## src/rtl/bes_pkg.sv

```systemverilog
package bes_pkg;
  typedef enum logic [1:0] {
    RETRY_NONE   = 2'd0,
    RETRY_FLUSH  = 2'd1,
    RETRY_RELOAD = 2'd2
  } retry_e;

  function automatic retry_e pick_retry(input logic rx, input logic iso);
    if (rx)       return RETRY_FLUSH;
    else if (!iso) return RETRY_RELOAD;
    else          return RETRY_NONE;
  endfunction
endpackage

```

## src/rtl/bes_regs.sv

```systemverilog
module bes_regs #(
  parameter int CNT_W = 7
) (
  input  logic             clk,
  input  logic             rst_n,
  input  logic             active,
  input  logic             wr,
  input  logic [CNT_W:0]   wdata,
  output logic [CNT_W-1:0] preset_q,
  output logic [CNT_W-1:0] preset_d,
  output logic             aeh_q
);
  logic accept;
  logic aeh_d;

  assign accept = wr && !active;

  always_comb begin
    preset_d = preset_q;
    aeh_d    = aeh_q;
    if (accept) begin
      preset_d = wdata[CNT_W-1:0];
      aeh_d    = wdata[CNT_W];
    end
  end

  always_ff @(posedge clk or negedge rst_n) begin
    if (!rst_n) begin
      preset_q <= '0;
      aeh_q    <= 1'b0;
    end else begin
      preset_q <= preset_d;
      aeh_q    <= aeh_d;
    end
  end

  p_wr_lock_r3: assert property (@(posedge clk) disable iff (!rst_n)
    active |=> ($stable(preset_q) && $stable(aeh_q)));
endmodule

```

## src/rtl/bes_counter.sv

```systemverilog
module bes_counter #(
  parameter int CNT_W = 7
) (
  input  logic             clk,
  input  logic             rst_n,
  input  logic             active,
  input  logic             aeh,
  input  logic             bus_err,
  input  logic             xfer_ok,
  input  logic [CNT_W-1:0] preset_q,
  input  logic [CNT_W-1:0] preset_d,
  output logic [CNT_W-1:0] cnt_q,
  output logic             cnt_zero
);
  logic [CNT_W-1:0] cnt_d;

  assign cnt_zero = (cnt_q == '0);

  always_comb begin
    cnt_d = cnt_q;
    if (!active)
      cnt_d = preset_d;
    else if (xfer_ok)
      cnt_d = preset_q;
    else if (bus_err && aeh && !cnt_zero)
      cnt_d = cnt_q - 1'b1;
  end

  always_ff @(posedge clk or negedge rst_n) begin
    if (!rst_n) cnt_q <= '0;
    else        cnt_q <= cnt_d;
  end

  p_dec_one_r5: assert property (@(posedge clk) disable iff (!rst_n)
    (active && aeh && bus_err && !xfer_ok && !cnt_zero) |=> (cnt_q == $past(cnt_q) - 1'b1));
  p_aeh_off_r6: assert property (@(posedge clk) disable iff (!rst_n)
    (active && !aeh && !xfer_ok) |=> $stable(cnt_q));
  p_reload_ok_r7: assert property (@(posedge clk) disable iff (!rst_n)
    (active && xfer_ok) |=> (cnt_q == preset_q));
  p_track_idle_r8: assert property (@(posedge clk) disable iff (!rst_n)
    !active |=> (cnt_q == preset_q));
  p_no_underflow_r9: assert property (@(posedge clk) disable iff (!rst_n)
    (active && cnt_zero && !xfer_ok) |=> (cnt_q == '0));
endmodule

```

## src/rtl/bes_events.sv

```systemverilog
module bes_events
  import bes_pkg::*;
(
  input  logic clk,
  input  logic rst_n,
  input  logic active,
  input  logic aeh,
  input  logic bus_err,
  input  logic xfer_ok,
  input  logic cnt_zero,
  input  logic isoc,
  input  logic dir_rx,
  output logic err_event,
  output logic stop_req,
  output logic fifo_flush,
  output logic fifo_reload
);
  logic   handled;
  logic   exhausted;
  retry_e action;

  assign handled   = active && aeh && bus_err && !xfer_ok;
  assign exhausted = handled && cnt_zero;
  assign action    = (handled && !cnt_zero) ? pick_retry(dir_rx, isoc) : RETRY_NONE;

  always_ff @(posedge clk or negedge rst_n) begin
    if (!rst_n) begin
      err_event   <= 1'b0;
      stop_req    <= 1'b0;
      fifo_flush  <= 1'b0;
      fifo_reload <= 1'b0;
    end else begin
      err_event   <= exhausted;
      stop_req    <= exhausted;
      fifo_flush  <= (action == RETRY_FLUSH);
      fifo_reload <= (action == RETRY_RELOAD);
    end
  end

  p_evt_at_zero_r9: assert property (@(posedge clk) disable iff (!rst_n)
    (active && aeh && bus_err && !xfer_ok && cnt_zero) |=> (err_event && stop_req));
  p_quiet_off_r6: assert property (@(posedge clk) disable iff (!rst_n)
    !aeh |=> !(err_event || fifo_flush || fifo_reload));
  p_iso_tx_none_r11: assert property (@(posedge clk) disable iff (!rst_n)
    (isoc && !dir_rx) |=> !fifo_reload);
endmodule

```

## src/rtl/bus_err_supervisor.sv

```systemverilog
module bus_err_supervisor #(
  parameter int CNT_W = 7
) (
  input  logic         clk,
  input  logic         rst_n,
  input  logic         reg_wr,
  input  logic [7:0]   reg_wdata,
  output logic [7:0]   reg_rdata,
  input  logic         auto_active,
  input  logic         isoc,
  input  logic         dir_rx,
  input  logic         bus_err,
  input  logic         xfer_ok,
  output logic         err_event,
  output logic         stop_req,
  output logic         fifo_flush,
  output logic         fifo_reload
);
  localparam int REG_W = CNT_W + 1;

  logic [CNT_W-1:0] preset_q;
  logic [CNT_W-1:0] preset_d;
  logic [CNT_W-1:0] cnt_q;
  logic             aeh_q;
  logic             cnt_zero;
  logic [REG_W-1:0] rd_full;

  bes_regs #(.CNT_W(CNT_W)) u_regs (
    .clk(clk), .rst_n(rst_n), .active(auto_active), .wr(reg_wr),
    .wdata(reg_wdata[REG_W-1:0]), .preset_q(preset_q), .preset_d(preset_d),
    .aeh_q(aeh_q)
  );

  bes_counter #(.CNT_W(CNT_W)) u_cnt (
    .clk(clk), .rst_n(rst_n), .active(auto_active), .aeh(aeh_q),
    .bus_err(bus_err), .xfer_ok(xfer_ok), .preset_q(preset_q),
    .preset_d(preset_d), .cnt_q(cnt_q), .cnt_zero(cnt_zero)
  );

  bes_events u_evt (
    .clk(clk), .rst_n(rst_n), .active(auto_active), .aeh(aeh_q),
    .bus_err(bus_err), .xfer_ok(xfer_ok), .cnt_zero(cnt_zero),
    .isoc(isoc), .dir_rx(dir_rx), .err_event(err_event),
    .stop_req(stop_req), .fifo_flush(fifo_flush), .fifo_reload(fifo_reload)
  );

  assign rd_full   = {aeh_q, (auto_active ? cnt_q : preset_q)};
  assign reg_rdata = rd_full;

  p_first_active_r4: assert property (@(posedge clk) disable iff (!rst_n)
    $rose(auto_active) |-> (cnt_q == preset_q));
endmodule

```

## config.mk

```make
export PLATFORM = sky130hd
export DESIGN_NAME = bus_err_supervisor
export DESIGN_NICKNAME = d
export VERILOG_FILES = /design/src/rtl/bes_pkg.sv /design/src/rtl/bes_regs.sv /design/src/rtl/bes_counter.sv /design/src/rtl/bes_events.sv /design/src/rtl/bus_err_supervisor.sv
export SDC_FILE = /design/constraint.sdc
export NUM_CORES = 1
export LEC_CHECK = 0
export BUFFER_PORTS_ARGS = -buffer_cell sky130_fd_sc_hd__buf_2
export CAP_MARGIN = 20
export CELL_PAD_IN_SITES_DETAIL_PLACEMENT = 0
export CELL_PAD_IN_SITES_GLOBAL_PLACEMENT = 2
export CORE_MARGIN = 2
export CORE_UTILIZATION = 33
export CTS_BUF_LIST = sky130_fd_sc_hd__clkbuf_4
export CTS_CLUSTER_DIAMETER = 200
export DETAILED_ROUTE_END_ITERATION = 10
export GPL_ROUTABILITY_DRIVEN = 0
export PLACE_DENSITY_LB_ADDON = 0.08
export SYNTH_ARGS = -nofsm -noshare
export SYNTH_HDL_FRONTEND = slang
export SYNTH_SLANG_ARGS = --single-unit
export TNS_END_PERCENT = 10
```

## constraint.sdc

```tcl
create_clock -name clk -period 2 [get_ports clk]
set_input_delay 0.1 -clock clk [delete_from_list [all_inputs] [get_ports clk]]
set_output_delay 0.1 -clock clk [all_outputs]
set_load 0.1 [all_outputs]
```

# == After elaboration in Yosys (flattened, before gate mapping) ==
# Index checks and enable logic that the tools add are counted.
# classes
add_sub_neg,1
n_eq_ne,3
n_mux,8
n_reduce_logical,12
# op_table
operator,count
$mux 7,5
$logic_and 1x1->1,8
$logic_not 7->1,1
$sub 7x1->7 const B,1
$mux 2,3
$logic_not 1->1,3
$ne 3x1->1 const B,1
$eq 2x1->1 const B,1
$eq 2x2->1 const B,1
# word_totals
ff_bits,18
in_bits,16
output_inout_bits,12
word_cells,30

# == Longest topological paths before layout ==
# logic_depth
word_depth,6
mapped_depth,6
mapped_depth_nobuf,6

# == By module ==
# Synthesis repeated with hierarchy kept, for this count alone.
# unflattened
cells_unflattened,104
area_unflattened_um2,1222.4
# modules_own_cells
mod,instances,cells_each,area_per_inst_um2,seq_area_each_um2
bes_counter,1,68,614.3,175.2
bes_regs,1,18,345.3,200.2
bes_events,1,9,138.9,75.1
bus_err_supervisor,1,9,123.9,0.0

# == Worst setup path before layout ==
# No wires, ideal clock.
# synth_timing
kind,register -> register
startpoint,reg u_cnt.cnt_q[0]
endpoint,reg u_cnt.cnt_q[6]
setup_time_ns,0.120
t_arrival_ns,1.695
required_ns,1.880
setup_slack_ns,0.185
stages_incl_launch_ff,6
n_path_buf,0
synth_period_minus_slack_ns,1.815
cell_sequence,dfrtp_1 inv_1 ha_1 or3b_4 or4_1 a31o_1
# synth_via
elab_chain_cells,4
elab_cells_between_ends,8
classes_between,add/sub (1); eq/ne (1); mux (3); reduce/logical (3)
# synth_lines
item,line_no,text
from (decl),bes_counter.sv:12,"output logic [CNT_W-1:0] cnt_q,"
from (signal assigned),bes_counter.sv:31,else cnt_q <= cnt_d;
$sub 7x1->7 / $logic_not 7->1 (equally long branches),"bes_counter.sv:26, bes_counter.sv:17",
$mux 7 / $logic_not 1->1 (equally long branches),bes_counter.sv:25,else if (bus_err && aeh && !cnt_zero)
$mux 7 / $logic_and 1x1->1 (equally long branches),"bes_counter.sv:23, bes_counter.sv:25",
$mux 7 / $ne 3x1->1 (equally long branches),n/a,
# Parallel ways exist; a longest one is shown, timed or not. The select of a mux whose other input is x is not followed.
# A chain may end at the register's enable or synchronous reset.

# == Worst setup path after layout ==
# Ends and elaborated chain as after synthesis.

==> summary.md <==
| Metric | Value |
|---|---|
| Status | complete, no violations |
| Post-DP HPWL | 1680 µm |
| GRT Util Overall | a little over an eighth |
| EDFF count, synth | 0 |
| # diodes | 0 |
| Die area | between 3000 and 4000 µm² |
| Critical Path End Type | flip-flop |
| Post-synthesis xor/xnor area fraction | 0.813% |
| Vias/cell | between 4 and 5 |
| Crit-path max FO | 4 |
| R2r setup slk | 0.13 ns |
| I/O pin total | 28 |
| DRT iter0 DRCs | 32 |
| Area contributors post-synth | dfrtp_1 42%, mux2_2 16%, mux2_1 3.1% |
| DR WL/cell | roughly 13 µm |
| Internal power of the cells | roughly 640 µW |
| Clk slew on worst S/H paths | 0.11 ns |
| CP max stage delay | roughly 0.47 ns |
| Cell with the largest stage delay on the worst path | or4_1 |
| Final Max Slew Viols | 0 |
| WP data arrival | just over 2 ns |
| Layout fillers | 322 |
| Hold Crit Endpoint | u_regs.aeh_q |
| Top cell type's share of synthesized area | between 40% and 50% |
| CTS Root Cell | clkbuf_4 |
| RR Startpoint | u_cnt.cnt_q[0] |
| Max VDD drop | 0.000365 V |
| Adder-cell area share of the yosys netlist | under 10% |
| Total number of vias | 860 |
| Flop pwr share | between 40% and 50% |
| Syn_area_per_cell | between 10 and 15 µm² |
| Tot Pwr | between 1000 and 1500 µW |
| WP buf/inv | 1 |
| Final setup fails | 0 |
| Crit-path cells | inv_1 -> ha_1 -> or3b_4 -> or4_1 -> a31o_1 |
| R2R cell count | 5 |
| Async set-reset flop share out of synthesis | 100% |
| Multi-input gate area | between 500 and 600 µm² |
| Die X | slightly above 60 µm |
| Complex-gate fraction of the synthesized area | between 10% and 20% |
| Switch Pwr | about 520 µW |
| Synth cell types | 38 |
| Simple-Gate Fraction of Synth Area | approximately 16% |
| DRT antenna net count | 0 |
| Stages on worst setup path | 5 |
| Net count, final | between 100 and 150 |
| Initial Util | a little over a third |
| Max-cap violations | 0 |
| DIE HEIGHT | 61.1 µm |
| Post-synthesis mux area share | between 20% and 30% |
| Clk sink count | 18 |
| Post-synth top area cell | dfrtp_1 |
| Share of layout cells above drive strength 1 | between 30% and 40% |
| PwrDens | approximately 900 nW/µm² |
| CTS HTree Levels | 1 |
| Hold depth | 2 |
| Total gr overflow | 0 |
| HP Class | input pin to flip-flop |
| Slew headroom | approximately two thirds |
| Register area | roughly 450 µm² |
| Cell family with most CP delay | simple AND/OR/NAND/NOR gates |
| Setup tns final | 0 ns |
| Largest net degree at the start of global routing | 25 |
| Hold slack final | approximately 0.03 ns |
| Fin cells | about 180 |
| Power share of the combinational group | a little over two fifths |
| Vias in the first global route | ~800 |
| Initial antenna violation count | 0 |
| Maximum clock path buffer count | 2 |
| DR DRC count | 0 |
| Post_cts resized | 0 |
| Setup Buffers After CTS | 0 |
| CP startpoint kind | flip-flop |
| Sw Ratio | 45.0% |
| Post-route clock skew | 0.00473 ns |
| P&R area growth vs syn | 19.6% |
| F_max | 536 MHz |
| Worst-Skew Late Latency | 0.29 ns |
| DR pass1 iterations | 4 |
| Post-Syn Nets | 120 |
| Worst Max-Slew Pin Slew | about 0.52 ns |
| Combinational family with the most area after synthesis | multiplexers |
| Mapped Area | 1080 µm² |
| RSZ-0062 raised after global routing | false |
| First-pass GRT wire length | 3710 µm |
| Placed instance count | 170 |
| FP Rows | 20 |
| Core area | approximately 3100 µm² |
| Primary FF master, synth | dfrtp_1 |
| Tcrit/Tclk final | between 90% and 100% |
| Synth warn | 0 |
| Endpoints failing hold | 0 |
| Sequential area share after synthesis | between 40% and 50% |
| Minimum clock period | 1.87 ns |
| CTS buffer count | 3 |
| Cell Area, Placed | about 1300 µm² |
| CP Data Required Time | between 2 and 2.5 ns |
| Reg2reg end | u_cnt.cnt_q[6] |
| Design Area, Final | 1290 µm² |
| Cts-stage hold buffer count | 1 |
| WS Path Type | flip-flop to flip-flop |
| Static Leak | between 0.0005 and 0.0006 µW |
| Post-Syn Instances | just over 100 |
| Hold_sp | reg_wdata[7] |
| Seq cells post-synth | 18 |
| Port Buf Inserts | 27 |
| Clock share of power | approximately 16% |
| DRT Wirelength | 2340 µm |
| CTS tree | built |
-- layout make-up --
cell class | count | area share (%)
flip-flops and latches | 18 | 35.0
well taps | 44 | 4.27
clock buffers | 3 | 1.75
repair buffers | 31 | 13.0
inverters | 4 | 1.17
clock inverters | 1 | 0.291
multi-input cells | 74 | 44.6
-- kinds of logic after synthesis --
kind of cell               Yosys count
and+or+nand+nor                     31
DFF                                 18
buffers and inverters               11
xor gates and xnor gates             1
muxes                               21
AOI/OAI and AO/OA                   20
adders and majority gates            1
-- metrics by stage --
step | setup WS, ns | util [%]
finish | 0.135 | 41.9
detailed placement | 0.137 | 40.7
global route | 0.0461 | 41.9
global placement | 0.172 | 40.7
floorplan | 0.185 | -
CTS | 0.125 | 41.9
-- flip-flops by register name (all words and copies together), names as in the netlist --
register	count
u_evt.err_event	1
u_regs.preset_q	7
u_evt.fifo_reload	1
u_evt.fifo_flush	1
u_cnt.cnt_q	7
u_regs.aeh_q	1
-- cell usage after synthesis (2+ instances only) --
master and instances:
o22ai_1 2, buf_2 3, nand2b_1 3, and3_1 2, nor2b_1 3, dfrtp_1 18
nor4b_1 2, inv_1 3, o221a_1 2, mux2i_1 3, buf_4 2, or4_1 2
mux2_2 15, nor2_1 6, a21oi_1 3, nor3_1 3, mux2_1 3, o21ai_0 3
nand2_1 6
-- cell usage in the layout (no fill, tap or decap), types with 2 or more instances in the layout --
cell type  count
mux2_1         3
a21oi_1        3
nor2b_1        3
nand2_1        6
mux2i_1        3
nor3_1         3
and3_1         2
o221a_1        2
nor4b_1        2
mux2_2        15
o22ai_1        2
dfrtp_1       18
clkbuf_4       3
nor2_1         6
or4_1          2
buf_4          3
nand2b_1       3
inv_1          3
o21ai_0        3
buf_2         27
-- how the worst max path moves through the flow --
stage / from / end / slack, ns
final: u_cnt.cnt_q[0] / u_cnt.cnt_q[6] / 0.13
after floorplan: u_cnt.cnt_q[0] / u_cnt.cnt_q[6] / 0.19
after CTS: u_cnt.cnt_q[0] / u_cnt.cnt_q[6] / 0.12
after detailed placement: u_cnt.cnt_q[0] / u_cnt.cnt_q[6] / 0.14
after global placement: u_cnt.cnt_q[0] / u_cnt.cnt_q[6] / 0.17
after global routing: u_cnt.cnt_q[0] / u_cnt.cnt_q[6] / 0.05
-- metal layers --
metal | track usage [%] | part of all wire, % | vias up
met5 | 0 | 0 | -
met2 | 20.4 | 46 | 18
met1 | 19.9 | 49 | 403
li1 | - | - | 437
met4 | 5.59 | 0.64 | 0
met3 | 1.89 | 4.2 | 2
-- power by group through the flow --
stage | combinational, µW | clock (µW) | sequential (µW)
after CTS | 507 | 201 | 472
after global routing | 535 | 212 | 481
final | 501 | 187 | 471
after floorplan | 419 | 0 | 470
after global placement | 505 | 0 | 478
after detailed placement | 503 | 0 | 479
Note: power is estimated with default switching activity, not from simulation.
